$ cat src/rtl/rec_pkg.sv
package rec_pkg;
   localparam logic [7:0] OP_BUF_WRITE = 8'h84;
   localparam logic [7:0] OP_PAGE_PROG = 8'h88;
   localparam int CMD_ADDR_W = 24;
   localparam int OP_W       = 8;

   typedef enum logic [1:0] {
      ST_IDLE = 2'd0,
      ST_WR   = 2'd1,
      ST_WAIT = 2'd2,
      ST_PG   = 2'd3
   } rec_state_t;
endpackage

$ cat src/rtl/rec_reduce.sv
module rec_reduce #(
   parameter int ADC_W  = 10,
   parameter int SMP_W  = 8,
   parameter int OFFSET = 'h1D5
) (
   input  logic [ADC_W-1:0] raw,
   output logic [SMP_W-1:0] code
);
   logic [ADC_W-1:0] diff;
   assign diff = raw - ADC_W'(OFFSET);

   generate
      if (ADC_W > SMP_W) begin : g_trunc
         assign code = diff[SMP_W-1:0];
      end else begin : g_extend
         assign code = SMP_W'(diff);
      end
   endgenerate
endmodule

$ cat src/rtl/rec_addr.sv
module rec_addr #(
   parameter int BUF_BYTES = 528,
   parameter int PAGES     = 4096,
   parameter int BYTE_AW   = 10,
   parameter int PAGE_AW   = 12
) (
   input  logic               clk,
   input  logic               rst_n,
   input  logic               clr,
   input  logic               step_byte,
   input  logic               step_page,
   output logic [BYTE_AW-1:0] byte_pos,
   output logic [PAGE_AW:0]   page_pos,
   output logic               last_byte,
   output logic               full
);
   localparam logic [BYTE_AW-1:0] LAST_B = BYTE_AW'(BUF_BYTES - 1);
   localparam logic [PAGE_AW:0]   PG_END = (PAGE_AW+1)'(PAGES);

   always_ff @(posedge clk or negedge rst_n) begin
      if (!rst_n) begin
         byte_pos <= '0;
         page_pos <= '0;
      end else if (clr) begin
         byte_pos <= '0;
         page_pos <= '0;
      end else if (step_page) begin
         byte_pos <= '0;
         page_pos <= page_pos + 1'b1;
      end else if (step_byte) begin
         byte_pos <= byte_pos + 1'b1;
      end
   end

   assign last_byte = (byte_pos == LAST_B);
   assign full      = (page_pos == PG_END);
endmodule

$ cat src/rtl/rec_spi_tx.sv
module rec_spi_tx #(
   parameter int MAXB = 40,
   parameter int HALF = 2,
   localparam int NB_W  = $clog2(MAXB + 1),
   localparam int DIV_W = (HALF > 1) ? $clog2(HALF) : 1
) (
   input  logic            clk,
   input  logic            rst_n,
   input  logic            start,
   input  logic [NB_W-1:0] nbits,
   input  logic [MAXB-1:0] frame,
   output logic            busy,
   output logic            done,
   output logic            sck,
   output logic            mosi,
   output logic            cs_n
);
   logic [MAXB-1:0]  sh;
   logic [NB_W-1:0]  left;
   logic [DIV_W-1:0] div;
   logic             active;
   logic             tick;

   assign tick = (div == DIV_W'(HALF - 1));

   always_ff @(posedge clk or negedge rst_n) begin
      if (!rst_n) begin
         sh     <= '0;
         left   <= '0;
         div    <= '0;
         active <= 1'b0;
         sck    <= 1'b0;
         cs_n   <= 1'b1;
         done   <= 1'b0;
      end else begin
         done <= 1'b0;
         if (!active) begin
            if (start) begin
               active <= 1'b1;
               cs_n   <= 1'b0;
               sh     <= frame;
               left   <= nbits;
               div    <= '0;
               sck    <= 1'b0;
            end
         end else if (tick) begin
            div <= '0;
            if (!sck) begin
               sck <= 1'b1;
            end else begin
               sck  <= 1'b0;
               sh   <= sh << 1;
               left <= left - 1'b1;
               if (left == NB_W'(1)) begin
                  active <= 1'b0;
                  cs_n   <= 1'b1;
                  done   <= 1'b1;
               end
            end
         end else begin
            div <= div + 1'b1;
         end
      end
   end

   assign busy = active;
   assign mosi = active & sh[MAXB-1];
endmodule

$ cat src/rtl/audio_page_recorder.sv
module audio_page_recorder #(
   parameter int ADC_W     = 10,
   parameter int SMP_W     = 8,
   parameter int OFFSET    = 'h1D5,
   parameter int BUF_BYTES = 528,
   parameter int PAGES     = 4096,
   parameter int BYTE_AW   = 10,
   parameter int PAGE_AW   = 12,
   parameter int SCK_HALF  = 2
) (
   input  logic             clk,
   input  logic             rst_n,
   input  logic             rec_en,
   input  logic             smp_valid,
   input  logic [ADC_W-1:0] smp_data,
   input  logic             mem_empty,
   output logic             empty_ack,
   output logic             mem_full,
   output logic             overrun,
   input  logic             flash_ready,
   output logic             spi_cs_n,
   output logic             spi_sck,
   output logic             spi_mosi
);
   import rec_pkg::*;

   localparam int FR_W    = OP_W + CMD_ADDR_W + SMP_W;
   localparam int PG_BITS = OP_W + CMD_ADDR_W;
   localparam int NB_W    = $clog2(FR_W + 1);
   localparam int WR_PAD  = CMD_ADDR_W - BYTE_AW;
   localparam int PG_DC   = CMD_ADDR_W - 2 - PAGE_AW;

   generate
      if (BUF_BYTES < 1 || BUF_BYTES > (1 << BYTE_AW)) begin : g_bad_buf
         $error("BUF_BYTES does not fit BYTE_AW");
      end
      if (PAGES < 1 || PAGES > (1 << PAGE_AW)) begin : g_bad_pages
         $error("PAGES does not fit PAGE_AW");
      end
      if (PG_DC < 0 || WR_PAD < 0) begin : g_bad_addr
         $error("address fields exceed the command address width");
      end
      if (SCK_HALF < 1) begin : g_bad_half
         $error("SCK_HALF must be at least 1");
      end
   endgenerate

   rec_state_t state, nxt;
   logic lock_q, ack_q, ovr_q;
   logic take, restart;
   logic wr_start, pg_start, clr, ack_c, step_b, step_p, lock_set;
   logic [BYTE_AW-1:0] byte_pos, pos_sel;
   logic [PAGE_AW:0]   page_pos;
   logic last_byte, full;
   logic [SMP_W-1:0] code;
   logic [FR_W-1:0]  wr_frame, pg_frame, tx_frame;
   logic [NB_W-1:0]  tx_bits;
   logic tx_busy, tx_done;

   rec_reduce #(.ADC_W(ADC_W), .SMP_W(SMP_W), .OFFSET(OFFSET)) u_reduce (
      .raw  (smp_data),
      .code (code)
   );

   rec_addr #(.BUF_BYTES(BUF_BYTES), .PAGES(PAGES),
              .BYTE_AW(BYTE_AW), .PAGE_AW(PAGE_AW)) u_addr (
      .clk       (clk),
      .rst_n     (rst_n),
      .clr       (clr),
      .step_byte (step_b),
      .step_page (step_p),
      .byte_pos  (byte_pos),
      .page_pos  (page_pos),
      .last_byte (last_byte),
      .full      (full)
   );

   assign take    = smp_valid & rec_en;
   assign restart = mem_empty & ~lock_q;

   always_comb begin
      nxt      = state;
      wr_start = 1'b0;
      pg_start = 1'b0;
      clr      = 1'b0;
      ack_c    = 1'b0;
      step_b   = 1'b0;
      step_p   = 1'b0;
      lock_set = 1'b0;
      pos_sel  = byte_pos;
      case (state)
         ST_IDLE: begin
            if (take) begin
               if (restart) begin
                  clr      = 1'b1;
                  ack_c    = 1'b1;
                  pos_sel  = '0;
                  wr_start = 1'b1;
                  nxt      = ST_WR;
               end else if (full || lock_q) begin
                  lock_set = 1'b1;
               end else begin
                  wr_start = 1'b1;
                  nxt      = ST_WR;
               end
            end
         end
         ST_WR: begin
            if (tx_done) begin
               if (last_byte) begin
                  nxt = ST_WAIT;
               end else begin
                  step_b = 1'b1;
                  nxt    = ST_IDLE;
               end
            end
         end
         ST_WAIT: begin
            if (flash_ready && !tx_busy) begin
               pg_start = 1'b1;
               nxt      = ST_PG;
            end
         end
         ST_PG: begin
            if (tx_done) begin
               step_p = 1'b1;
               nxt    = ST_IDLE;
            end
         end
         default: nxt = ST_IDLE;
      endcase
   end

   assign wr_frame = {OP_BUF_WRITE, {WR_PAD{1'b0}}, pos_sel, code};
   assign pg_frame = {OP_PAGE_PROG, 2'b00, page_pos[PAGE_AW-1:0],
                      {PG_DC{1'b0}}, {SMP_W{1'b0}}};
   assign tx_frame = wr_start ? wr_frame : pg_frame;
   assign tx_bits  = wr_start ? NB_W'(FR_W) : NB_W'(PG_BITS);

   rec_spi_tx #(.MAXB(FR_W), .HALF(SCK_HALF)) u_tx (
      .clk   (clk),
      .rst_n (rst_n),
      .start (wr_start | pg_start),
      .nbits (tx_bits),
      .frame (tx_frame),
      .busy  (tx_busy),
      .done  (tx_done),
      .sck   (spi_sck),
      .mosi  (spi_mosi),
      .cs_n  (spi_cs_n)
   );

   always_ff @(posedge clk or negedge rst_n) begin
      if (!rst_n) begin
         state  <= ST_IDLE;
         lock_q <= 1'b0;
         ack_q  <= 1'b0;
         ovr_q  <= 1'b0;
      end else begin
         state <= nxt;
         ack_q <= ack_c;
         if (!rec_en)       lock_q <= 1'b0;
         else if (lock_set) lock_q <= 1'b1;
         if (take && state != ST_IDLE) ovr_q <= 1'b1;
      end
   end

   assign empty_ack = ack_q;
   assign overrun   = ovr_q;
   assign mem_full  = full;
endmodule

$ cat config.mk
export PLATFORM = sky130hd
export DESIGN_NAME = audio_page_recorder
export DESIGN_NICKNAME = d
export VERILOG_FILES = /design/src/rtl/rec_pkg.sv /design/src/rtl/rec_reduce.sv /design/src/rtl/rec_addr.sv /design/src/rtl/rec_spi_tx.sv /design/src/rtl/audio_page_recorder.sv
export SDC_FILE = /design/constraint.sdc
export NUM_CORES = 1
export LEC_CHECK = 0
export BUFFER_PORTS_ARGS = -buffer_cell sky130_fd_sc_hd__buf_2
export CORE_MARGIN = 5
export CORE_UTILIZATION = 61
export DETAILED_ROUTE_END_ITERATION = 10
export PLACE_DENSITY = 0.78
export SYNTH_ARGS = -nofsm -noshare
export SYNTH_HDL_FRONTEND = slang
export SYNTH_SLANG_ARGS = --single-unit
$ cat constraint.sdc
create_clock -name clk -period 3.85 [get_ports clk]
set_input_delay 0.1925 -clock clk [delete_from_list [all_inputs] [get_ports clk]]
set_output_delay 0.1925 -clock clk [all_outputs]
set_load 0.05 [all_outputs]
==> impl_results.rst, run 1 <==
.. list-table::
   :header-rows: 1

   * - Metric
     - Value
   * - Run status
     - finished, violations left
   * - Violated checks
     - hold timing
   * - Area leader, netlist
     - sky130_fd_sc_hd__dfrtp_1
   * - Detailed-route wire length per cell
     - 15.82 um
   * - Fraction of synthesized cell area taken by the top area cell type
     - 0.4745
   * - Clk root buf
     - sky130_fd_sc_hd__clkbuf_8
   * - Critical Setup Path Class
     - reg -> reg
   * - Slowest library cell on the worst path
     - sky130_fd_sc_hd__o21ai_4
   * - Net count after synthesis
     - 433
   * - Filler Cell Count
     - 563
   * - Top Family by Delay on Critical Path
     - compound AO/OA/AOI/OAI gates
   * - P&R area growth vs syn
     - 9.306%
   * - CTS tree
     - built
   * - Routed met1 length
     - 3.660 mm
   * - Total buffers and inverters traversed by the critical path
     - 0
   * - Total CTS buffers
     - 9
   * - Post_cts resized
     - 0
   * - Width of the die
     - 92.12 um
   * - Row count
     - 30
   * - Final Slew Violations
     - 0
   * - Total number of vias
     - 3,037
   * - Core Region
     - 6681 um^2
   * - Endpoint required time on the critical path
     - approximately 4100 ps
   * - Number of detailed-routing iterations run before antenna repair
     - 4
   * - Violation count after the first detailed-route iteration
     - 126
   * - Leakage
     - 0.002021 uW
   * - Final critical-path share of the clock period
     - 0.6876
   * - RSZ-0062 raised after global routing
     - false
   * - Sequential cell area fraction in the yosys report
     - 0.4808
   * - Number of failing hold endpoints at the final stage
     - 1
   * - Pin count of the biggest net entering global routing
     - 80
   * - Number of buffers between clock root and the deepest sink
     - 2
   * - Share of synthesized flip-flops with an asynchronous set or reset
     - 1.000
   * - Flops & latches, synth
     - between 70 and 80
   * - Critical Path, Cell by Cell
     - nor2_1, nand3_1, o21ai_4, mux2_2
   * - Detailed route wirelength on metal3
     - 214 um
   * - Switching Power
     - ~380 uW
   * - # IOs
     - 22
   * - Clock transition at the register clock pins on the worst setup and hold paths after CTS
     - about 80 ps
   * - Combined area of the multi-input logic cells
     - 1947 um^2
   * - Number of nets with antenna violations after detailed routing
     - 0
   * - Portion of total power attributed to sequential cells
     - 0.519
   * - Peak supply drop
     - between 0.0002 and 0.0003 V
   * - Post-route total power
     - 1707 uW
   * - Fmax
     - around 380 MHz
   * - Starting Density
     - 0.6157
   * - Max-cap violations
     - 0
   * - Class of the tightest hold or removal check
     - in -> async
   * - Worst reg2reg setup slack
     - 1200 ps
   * - Share of post-route cells with drive strength above 1
     - 0.1538
   * - CP peak stage delay
     - about 840 ps
   * - CTS Sinks
     - just under 80
   * - Ys Warns
     - 0
   * - Count of antenna diodes in the layout
     - 0
   * - Post-DR vias/cell
     - 5.967
   * - Total half-perimeter wirelength after legalization and detailed placement
     - 5.367 mm
   * - H-tree level count
     - 3
   * - Total Neg Setup Slack
     - 0 ps
   * - Total overflow reported by the global router
     - 0
   * - Kind of end point of the critical path
     - register
   * - Top routing layer used
     - met4
   * - Primary flip-flop cell chosen by synthesis mapping
     - sky130_fd_sc_hd__dfrtp_1
   * - Number of distinct library cell variants in the gate-level netlist after synthesis
     - 57
   * - Buffers on Ports
     - 19
   * - Die footprint
     - around 8500 um^2
   * - Number of global-route vias before repair
     - 2,872
   * - Number of antenna violations at the first check in global routing
     - 0
   * - Dominant cells by area after synthesis
     - sky130_fd_sc_hd__dfrtp_1 47%, sky130_fd_sc_hd__mux2i_1 3.9%, sky130_fd_sc_hd__nand2_1 3.2%, sky130_fd_sc_hd__nor2_1 3.1%, sky130_fd_sc_hd__nand3_1 3.0%
   * - Startpoint class of the critical path
     - register
   * - Post-CTS Setup Bufs
     - 0
   * - Clock share of power
     - 0.425
   * - Slew at the pin closest to its max-slew limit
     - 985.3 ps
   * - Share of power burned in combinational logic
     - 0.056
   * - Netlist area before placement
     - 4114 um^2
   * - Area taken by flip-flops and latches
     - 1978 um^2
   * - Die Y
     - 92.12 um
   * - Leading cell type in the layout, fill and taps excluded
     - sky130_fd_sc_hd__dfrtp_1
   * - Power per cell area
     - between 300 and 400 nW/um^2
   * - Core Util, Final
     - 0.6730
   * - Met2 wire length
     - between 4 and 5 mm
   * - Hold buffers post-CTS
     - 0
   * - Most frequent cells in the layout
     - 78 x sky130_fd_sc_hd__dfrtp_1, 35 x sky130_fd_sc_hd__nand2_1, 34 x sky130_fd_sc_hd__nor2_1, 27 x sky130_fd_sc_hd__inv_1, 25 x sky130_fd_sc_hd__nand3_1
   * - Worst Reg2Reg Path Length in Cells
     - 4
   * - Wire length after detailed routing
     - 8.053 mm
   * - Number of enable flip-flop cells after synthesis
     - 0
   * - Final Setup Violations
     - 0
   * - Clock Skew
     - 7.285 ps
   * - Clock Latency Late Sink
     - 350 ps
   * - Maximum fanout along the worst path
     - 26
   * - Min Clock Period, post-route
     - 2647 ps
   * - Overall track demand over capacity in global routing
     - 0.2033
   * - Avg Synthesized Cell Area
     - 10.01 um^2
   * - Gp weighted congestion
     - 0.8147
   * - First-pass GRT wire length
     - around 14 mm
   * - Reg-to-reg endpoint
     - u_tx.sh[17]$_DFFE_PN0P_
   * - Cell count after synthesis
     - 411
   * - Max transition margin
     - 0.3432
   * - DRC violations left
     - 0
   * - Internal power
     - about 1300 uW
   * - CP Data Arrival Time
     - 2880 ps
   * - Final worst hold slack
     - -0.001221 ps
   * - Final net count
     - 446
   * - Switching part of the total power
     - 0.2229
through the flow:
stage | cells | hold slack, ps | setup slack (ps) | area, um^2
floorplan | 411 | -103.1 | 1470 | 4114
global placement | 493 | 420.3 | 1224 | 4254
detailed placement | 493 | 420.7 | 1205 | 4254
CTS | 509 | 39.85 | 1187 | 4497
global route | 509 | 71.99 | 904.5 | 4497
finish | 509 | -0.001221 | 1203 | 4497
synth_stat cells, types with 2 or more instances:
master and n:
sky130_fd_sc_hd__and4_1 3, sky130_fd_sc_hd__and2_1 2, sky130_fd_sc_hd__or3_1 5, sky130_fd_sc_hd__xor2_1 10, sky130_fd_sc_hd__and3b_1 2, sky130_fd_sc_hd__o31ai_1 2, sky130_fd_sc_hd__a211oi_1 14, sky130_fd_sc_hd__nor2_1 34
sky130_fd_sc_hd__and3_1 5, sky130_fd_sc_hd__ha_1 6, sky130_fd_sc_hd__mux2_2 6, sky130_fd_sc_hd__nand3b_1 3, sky130_fd_sc_hd__nand3_1 25, sky130_fd_sc_hd__o211ai_1 2, sky130_fd_sc_hd__a31o_2 4, sky130_fd_sc_hd__or2_2 3
sky130_fd_sc_hd__buf_1 2, sky130_fd_sc_hd__a21oi_1 6, sky130_fd_sc_hd__nor4_1 2, sky130_fd_sc_hd__o21ai_0 23, sky130_fd_sc_hd__nor3_1 6, sky130_fd_sc_hd__or4_1 2, sky130_fd_sc_hd__o21a_1 3, sky130_fd_sc_hd__nand4_1 7
sky130_fd_sc_hd__nor2b_1 6, sky130_fd_sc_hd__a31oi_1 2, sky130_fd_sc_hd__o31a_1 2, sky130_fd_sc_hd__o41ai_1 9, sky130_fd_sc_hd__mux2_4 8, sky130_fd_sc_hd__or4b_4 2, sky130_fd_sc_hd__xnor2_1 11, sky130_fd_sc_hd__inv_1 27
sky130_fd_sc_hd__mux2i_1 16, sky130_fd_sc_hd__clkbuf_1 17, sky130_fd_sc_hd__nand2_1 35, sky130_fd_sc_hd__dfrtp_1 78
routing by layer:
| layer | global-route usage | vias up |
|---|---|---|
| met1 | 0.2674 | 1497 |
| met2 | 0.3345 | 35 |
| met3 | 0.04348 | 12 |
| met4 | 0.06807 | 0 |
| met5 | 0 | - |
| li1 | - | 1493 |
layout make-up:
cell class | count | share of cell area
Multi-Input combinational cell | 284 | 0.4329
Clock inverter | 2 | 0.01336
Sequential cell | 79 | 0.4399
Timing Repair Buffer | 23 | 0.02838
Clock buffer | 14 | 0.04062
Tap cell | 80 | 0.02226
Inverter | 27 | 0.02254
worst max path at each step:
stage                                         from                      end  slack, ps  depth (start not counted)
global placement                          register   u_tx.sh[4]$_DFFE_PN0P_       1220                          4
global route                              register   u_tx.sh[8]$_DFFE_PN0P_        900                          4
detailed placement                        register   u_tx.sh[4]$_DFFE_PN0P_       1200                          4
finish                                    register  u_tx.sh[17]$_DFFE_PN0P_       1200                          4
CTS                                       register   u_tx.sh[4]$_DFFE_PN0P_       1190                          4
floorplan           u_addr.page_pos[0]$_DFFE_PN0P_                 mem_full       1470                          4
worst register-to-register path, cell delays in order, from the launching register on:
cell,delay [ps]
sky130_fd_sc_hd__dfrtp_1,510
sky130_fd_sc_hd__nor2_1,280
sky130_fd_sc_hd__nand3_1,490
sky130_fd_sc_hd__o21ai_4,840
sky130_fd_sc_hd__mux2_2,420
logic make-up (layout without fill, tap and decap cells):
| family | count (synthesis) | after routing | share of synthesized area |
|---|---|---|---|
| AOI/OAI and AO/OA | 79 | 79 | 0.1369 |
| and+or+nand+nor | 148 | 148 | 0.1889 |
| adders and majority gates | 6 | 6 | 0.01825 |
| muxes | 30 | 30 | 0.08455 |
| DFF | 79 | 79 | 0.4808 |
| buffers and inverters | 48 | 66 | 0.04592 |
| xor gates and xnor gates | 21 | 21 | 0.04471 |
registers in the layout (all words and copies together), names as in the netlist, named ones only:
name             count
overrun              1
lock_q               1
empty_ack            1
u_tx.done            1
u_tx.cs_n            1
u_tx.busy            1
u_tx.sck             1
u_tx.sh             40
state                1
u_addr.byte_pos     10
u_addr.page_pos     13
u_tx.div             1
u_tx.left            6
power by group through the flow:
stage | clock (uW) | combinational (uW) | sequential, uW
2_1_floorplan | 0 | 58.6 | 889
6_report | 726 | 95.1 | 886
3_5_place_dp | 0 | 96.4 | 902
4_1_cts | 738 | 96.8 | 886
5_1_grt | 780 | 109 | 891
3_3_place_gp | 0 | 92.8 | 900
No activity file was read; power rests on OpenSTA's default activity.
==> run 2, diff against run 1 <==
- clock period: 3.85 -> 2.6 ns (I/O delays scaled with it)
==> run 2 against run 1 <==
The flow now finishes without violations. First-iteration DRC count rose by 44%. Combinational power rose by 57%. Clock-buffer cell count did not move. Final area fell by 0.83%. Critical path depth rose by 2. Worst hold slack improved by 40 ps. Global-route usage barely moved. Clock skew fell by 2.6 ps. Die area did not move. Sequential power rose by 48%. Cell count rose by 0.98%. Utilization fell by 0.56 points. Largest cell class unchanged. Highest routed layer unchanged.
==> impl_results.rst, run 2 (synthesis gave the netlist of run 1 again) <==
.. list-table::
   :header-rows: 1

   * - Metric
     - Value
   * - Count of non-filler cells in the finished layout
     - 514 (+0.98%)
   * - Row count
     - 30 (unchanged)
   * - Leakage
     - 0.002006 uW (-0.71%)
   * - Final net count
     - 452 (+1.3%)
   * - Reg-to-reg endpoint
     - u_tx.sh[11]$_DFFE_PN0P_
   * - Instance count along the most critical hold path
     - 2
   * - Leading cell type in the layout, fill and taps excluded
     - sky130_fd_sc_hd__dfrtp_1
   * - Layout Cell Area excl Fill
     - 4459 um^2 (-0.83%)
   * - Worst reg2reg setup slack
     - 340 ps (-860 ps)
   * - Final critical-path share of the clock period
     - 0.8686 (+0.1810)
   * - Clk root buf
     - sky130_fd_sc_hd__clkbuf_8
   * - Biggest register
     - u_tx.sh
   * - Number of failing hold endpoints at the final stage
     - 0 (-1)
   * - RSZ-0062 raised after global routing
     - false
   * - Hold buffers post-CTS
     - 1 (+1)
   * - Class of the tightest hold or removal check
     - in -> reg
   * - Starting Density
     - 0.6157 (unchanged)
   * - Peak supply drop
     - 0.0003506 V (+20%)
   * - Max-cap violations
     - 0 (unchanged)
   * - Pin count of the biggest net entering global routing
     - 80 (unchanged)
   * - Number of global-route vias before repair
     - 2,989 (+4.1%)
   * - Origin of the worst min-delay path
     - smp_data[0]
   * - Worst r2r src
     - u_addr.page_pos[0]$_DFFE_PN0P_
   * - Most frequent cells in the layout
     - 78 x sky130_fd_sc_hd__dfrtp_1, 35 x sky130_fd_sc_hd__nand2_1, 34 x sky130_fd_sc_hd__nor2_1, 27 x sky130_fd_sc_hd__inv_1, 25 x sky130_fd_sc_hd__nand3_1
   * - Buffers on Ports
     - 19 (unchanged)
   * - Post-DR vias/cell
     - 5.947 (-0.32%)
   * - Kind of end point of the critical path
     - register
   * - Critical Setup Path Class
     - reg -> reg
   * - Largest register FFs
     - 40 (unchanged)
   * - Clock Latency Late Sink
     - 340 ps (about the same)
   * - Endpoint of the worst hold path
     - u_tx.sh[0]$_DFFE_PN0P_
   * - Number of buffers between clock root and the deepest sink
     - 2 (unchanged)
   * - Number of nets with antenna violations after detailed routing
     - 0 (unchanged)
   * - Largest regs
     - u_tx.sh (40), u_addr.page_pos (13), u_addr.byte_pos (10)
   * - Final worst hold slack
     - 40.12 ps (+40.12 ps)
   * - Width of the die
     - 92.12 um (unchanged)
   * - Number of placed cells counting well taps
     - 498 (+1.0%)
   * - Total Neg Setup Slack
     - 0 ps (unchanged)
   * - Maximum fanout along the worst path
     - 26 (unchanged)
   * - Wire length after detailed routing
     - 8.007 mm (-0.57%)
   * - Post_cts resized
     - 0 (unchanged)
   * - Filler Cell Count
     - 544 (-3.4%)
   * - Share of post-route cells with drive strength above 1
     - 0.1544 (+0.0005317)
   * - Die Y
     - 92.12 um (unchanged)
   * - First-pass GRT wire length
     - 13.94 mm (+0.50%)
   * - Number of detailed-routing iterations run before antenna repair
     - 4 (unchanged)
   * - Slew at the pin closest to its max-slew limit
     - 974.7 ps (-10.60 ps)
   * - DRC violations left
     - 0 (unchanged)
   * - Number of antenna violations at the first check in global routing
     - 0 (unchanged)
   * - Total CTS buffers
     - 9 (unchanged)
   * - Core Region
     - 6681 um^2 (unchanged)
   * - Core Util, Final
     - 0.6674 (-0.005618)
   * - CTS tree
     - built
   * - CTS Sinks
     - 79 (unchanged)
   * - Detailed-route wire length per cell
     - 15.58 um (-1.5%)
   * - Final Setup Violations
     - 0 (unchanged)
   * - Endpoint required time on the critical path
     - 2820 ps (-1270 ps)
   * - # IOs
     - 22 (unchanged)
   * - Min Clock Period, post-route
     - 2258 ps (-389.0 ps)
   * - Power per cell area
     - 499.8 nW/um^2 (+32%)
   * - Total overflow reported by the global router
     - 0 (unchanged)
   * - Worst Reg2Reg Path Length in Cells
     - 6 (+2)
   * - Overall track demand over capacity in global routing
     - 0.2033 (about the same)
   * - Gp weighted congestion
     - 0.8046 (-1.2%)
   * - P&R area growth vs syn
     - 8.394%
   * - Clock transition at the register clock pins on the worst setup and hold paths after CTS
     - 70 ps (about the same)
   * - CP Data Arrival Time
     - 2480 ps (-400 ps)
   * - Violation count after the first detailed-route iteration
     - 181 (+44%)
   * - Clock Skew
     - 4.706 ps (-2.579 ps)
   * - Die footprint
     - 8486 um^2 (unchanged)
   * - Total number of vias
     - 3,057 (+0.66%)
   * - Max transition margin
     - 0.3502 (+0.007063)
   * - Total half-perimeter wirelength after legalization and detailed placement
     - 5.456 mm (+1.7%)
   * - Post-CTS Setup Bufs
     - 0 (unchanged)
   * - Run status
     - finished, final reports clean
   * - H-tree level count
     - 3 (unchanged)
   * - Fmax
     - 442.8 MHz (+17%)
   * - Startpoint class of the critical path
     - register
   * - Count of antenna diodes in the layout
     - 0 (unchanged)
   * - Final Slew Violations
     - 0 (unchanged)
   * - Cell area reported after detailed placement
     - 4292 um^2 (+0.88%)
==> run 2: cell types whose count changed in the layout (fill, tap and decap cells not counted) <==
cell                            before  now
sky130_fd_sc_hd__bufinv_16           2    0
sky130_fd_sc_hd__buf_4               5   10
sky130_fd_sc_hd__clkbuf_1            1    4
sky130_fd_sc_hd__clkinv_2            0    1
sky130_fd_sc_hd__dlygate4sd3_1       0    1
sky130_fd_sc_hd__clkbuf_8           13   10
==> run 2: power by group <==
group | internal, uW | leakage, uW | switching [uW]
clock | 368 | 0.0000805 | 405
combinational | 62.4 | 0.00101 | 87.1
sequential | 1260 | 0.000912 | 46.3
total | 1690 | 0.00201 | 538
==> run 2: how the worst max path moves through the flow <==
stage,to,slack [ps],cells after the start,startpoint
2_1_floorplan,mem_full,280,4,u_addr.page_pos[0]$_DFFE_PN0P_
3_3_place_gp,u_tx.sh[9]$_DFFE_PN0P_,390,6,u_addr.page_pos[0]$_DFFE_PN0P_
3_5_place_dp,u_tx.sh[12]$_DFFE_PN0P_,350,6,u_addr.page_pos[0]$_DFFE_PN0P_
4_1_cts,u_tx.sh[11]$_DFFE_PN0P_,340,6,u_addr.page_pos[0]$_DFFE_PN0P_
5_1_grt,u_tx.sh[23]$_DFFE_PN0P_,180,7,u_addr.page_pos[0]$_DFFE_PN0P_
6_report,u_tx.sh[11]$_DFFE_PN0P_,340,6,u_addr.page_pos[0]$_DFFE_PN0P_
==> run 2: cell type report <==
| class | instances | area [um^2] | area share |
|---|---|---|---|
| Multi-Input combinational cell | 284 | 1947 | 0.4366 |
| Clock buffer | 14 | 152.6 | 0.03423 |
| Tap cell | 80 | 100.1 | 0.02245 |
| Clock inverter | 1 | 5.005 | 0.001122 |
| Inverter | 27 | 101.3 | 0.02273 |
| Sequential cell | 79 | 1978 | 0.4436 |
| Timing Repair Buffer | 29 | 175.2 | 0.03928 |
==> run 2: worst max-delay path, stage by stage (launching register included) <==
cell	delay (ps)
sky130_fd_sc_hd__dfrtp_1	420
sky130_fd_sc_hd__inv_1	110
sky130_fd_sc_hd__ha_1	140
sky130_fd_sc_hd__or4b_4	480
sky130_fd_sc_hd__nor4_4	320
sky130_fd_sc_hd__o21ai_4	290
sky130_fd_sc_hd__mux2_4	380
==> run 2: per-stage QoR <==
step / setup WS (ps) / total power [uW]
after global routing: 175.5 / 2328
after CTS: 337.1 / 2246
after detailed placement: 351.8 / 1479
final: 341.7 / 2229
after floorplan: 282.7 / 1403
after global placement: 389.9 / 1474
==> run 2: layer usage <==
layer	part of all wire	track usage	wire length, um	vias to the layer above
met5	0	0	0	-
met2	0.50	0.3327	3966	42
met4	0.014	0.06807	114	0
met1	0.46	0.2788	3708	1499
met3	0.027	0.02953	217	11
li1	-	-	-	1505
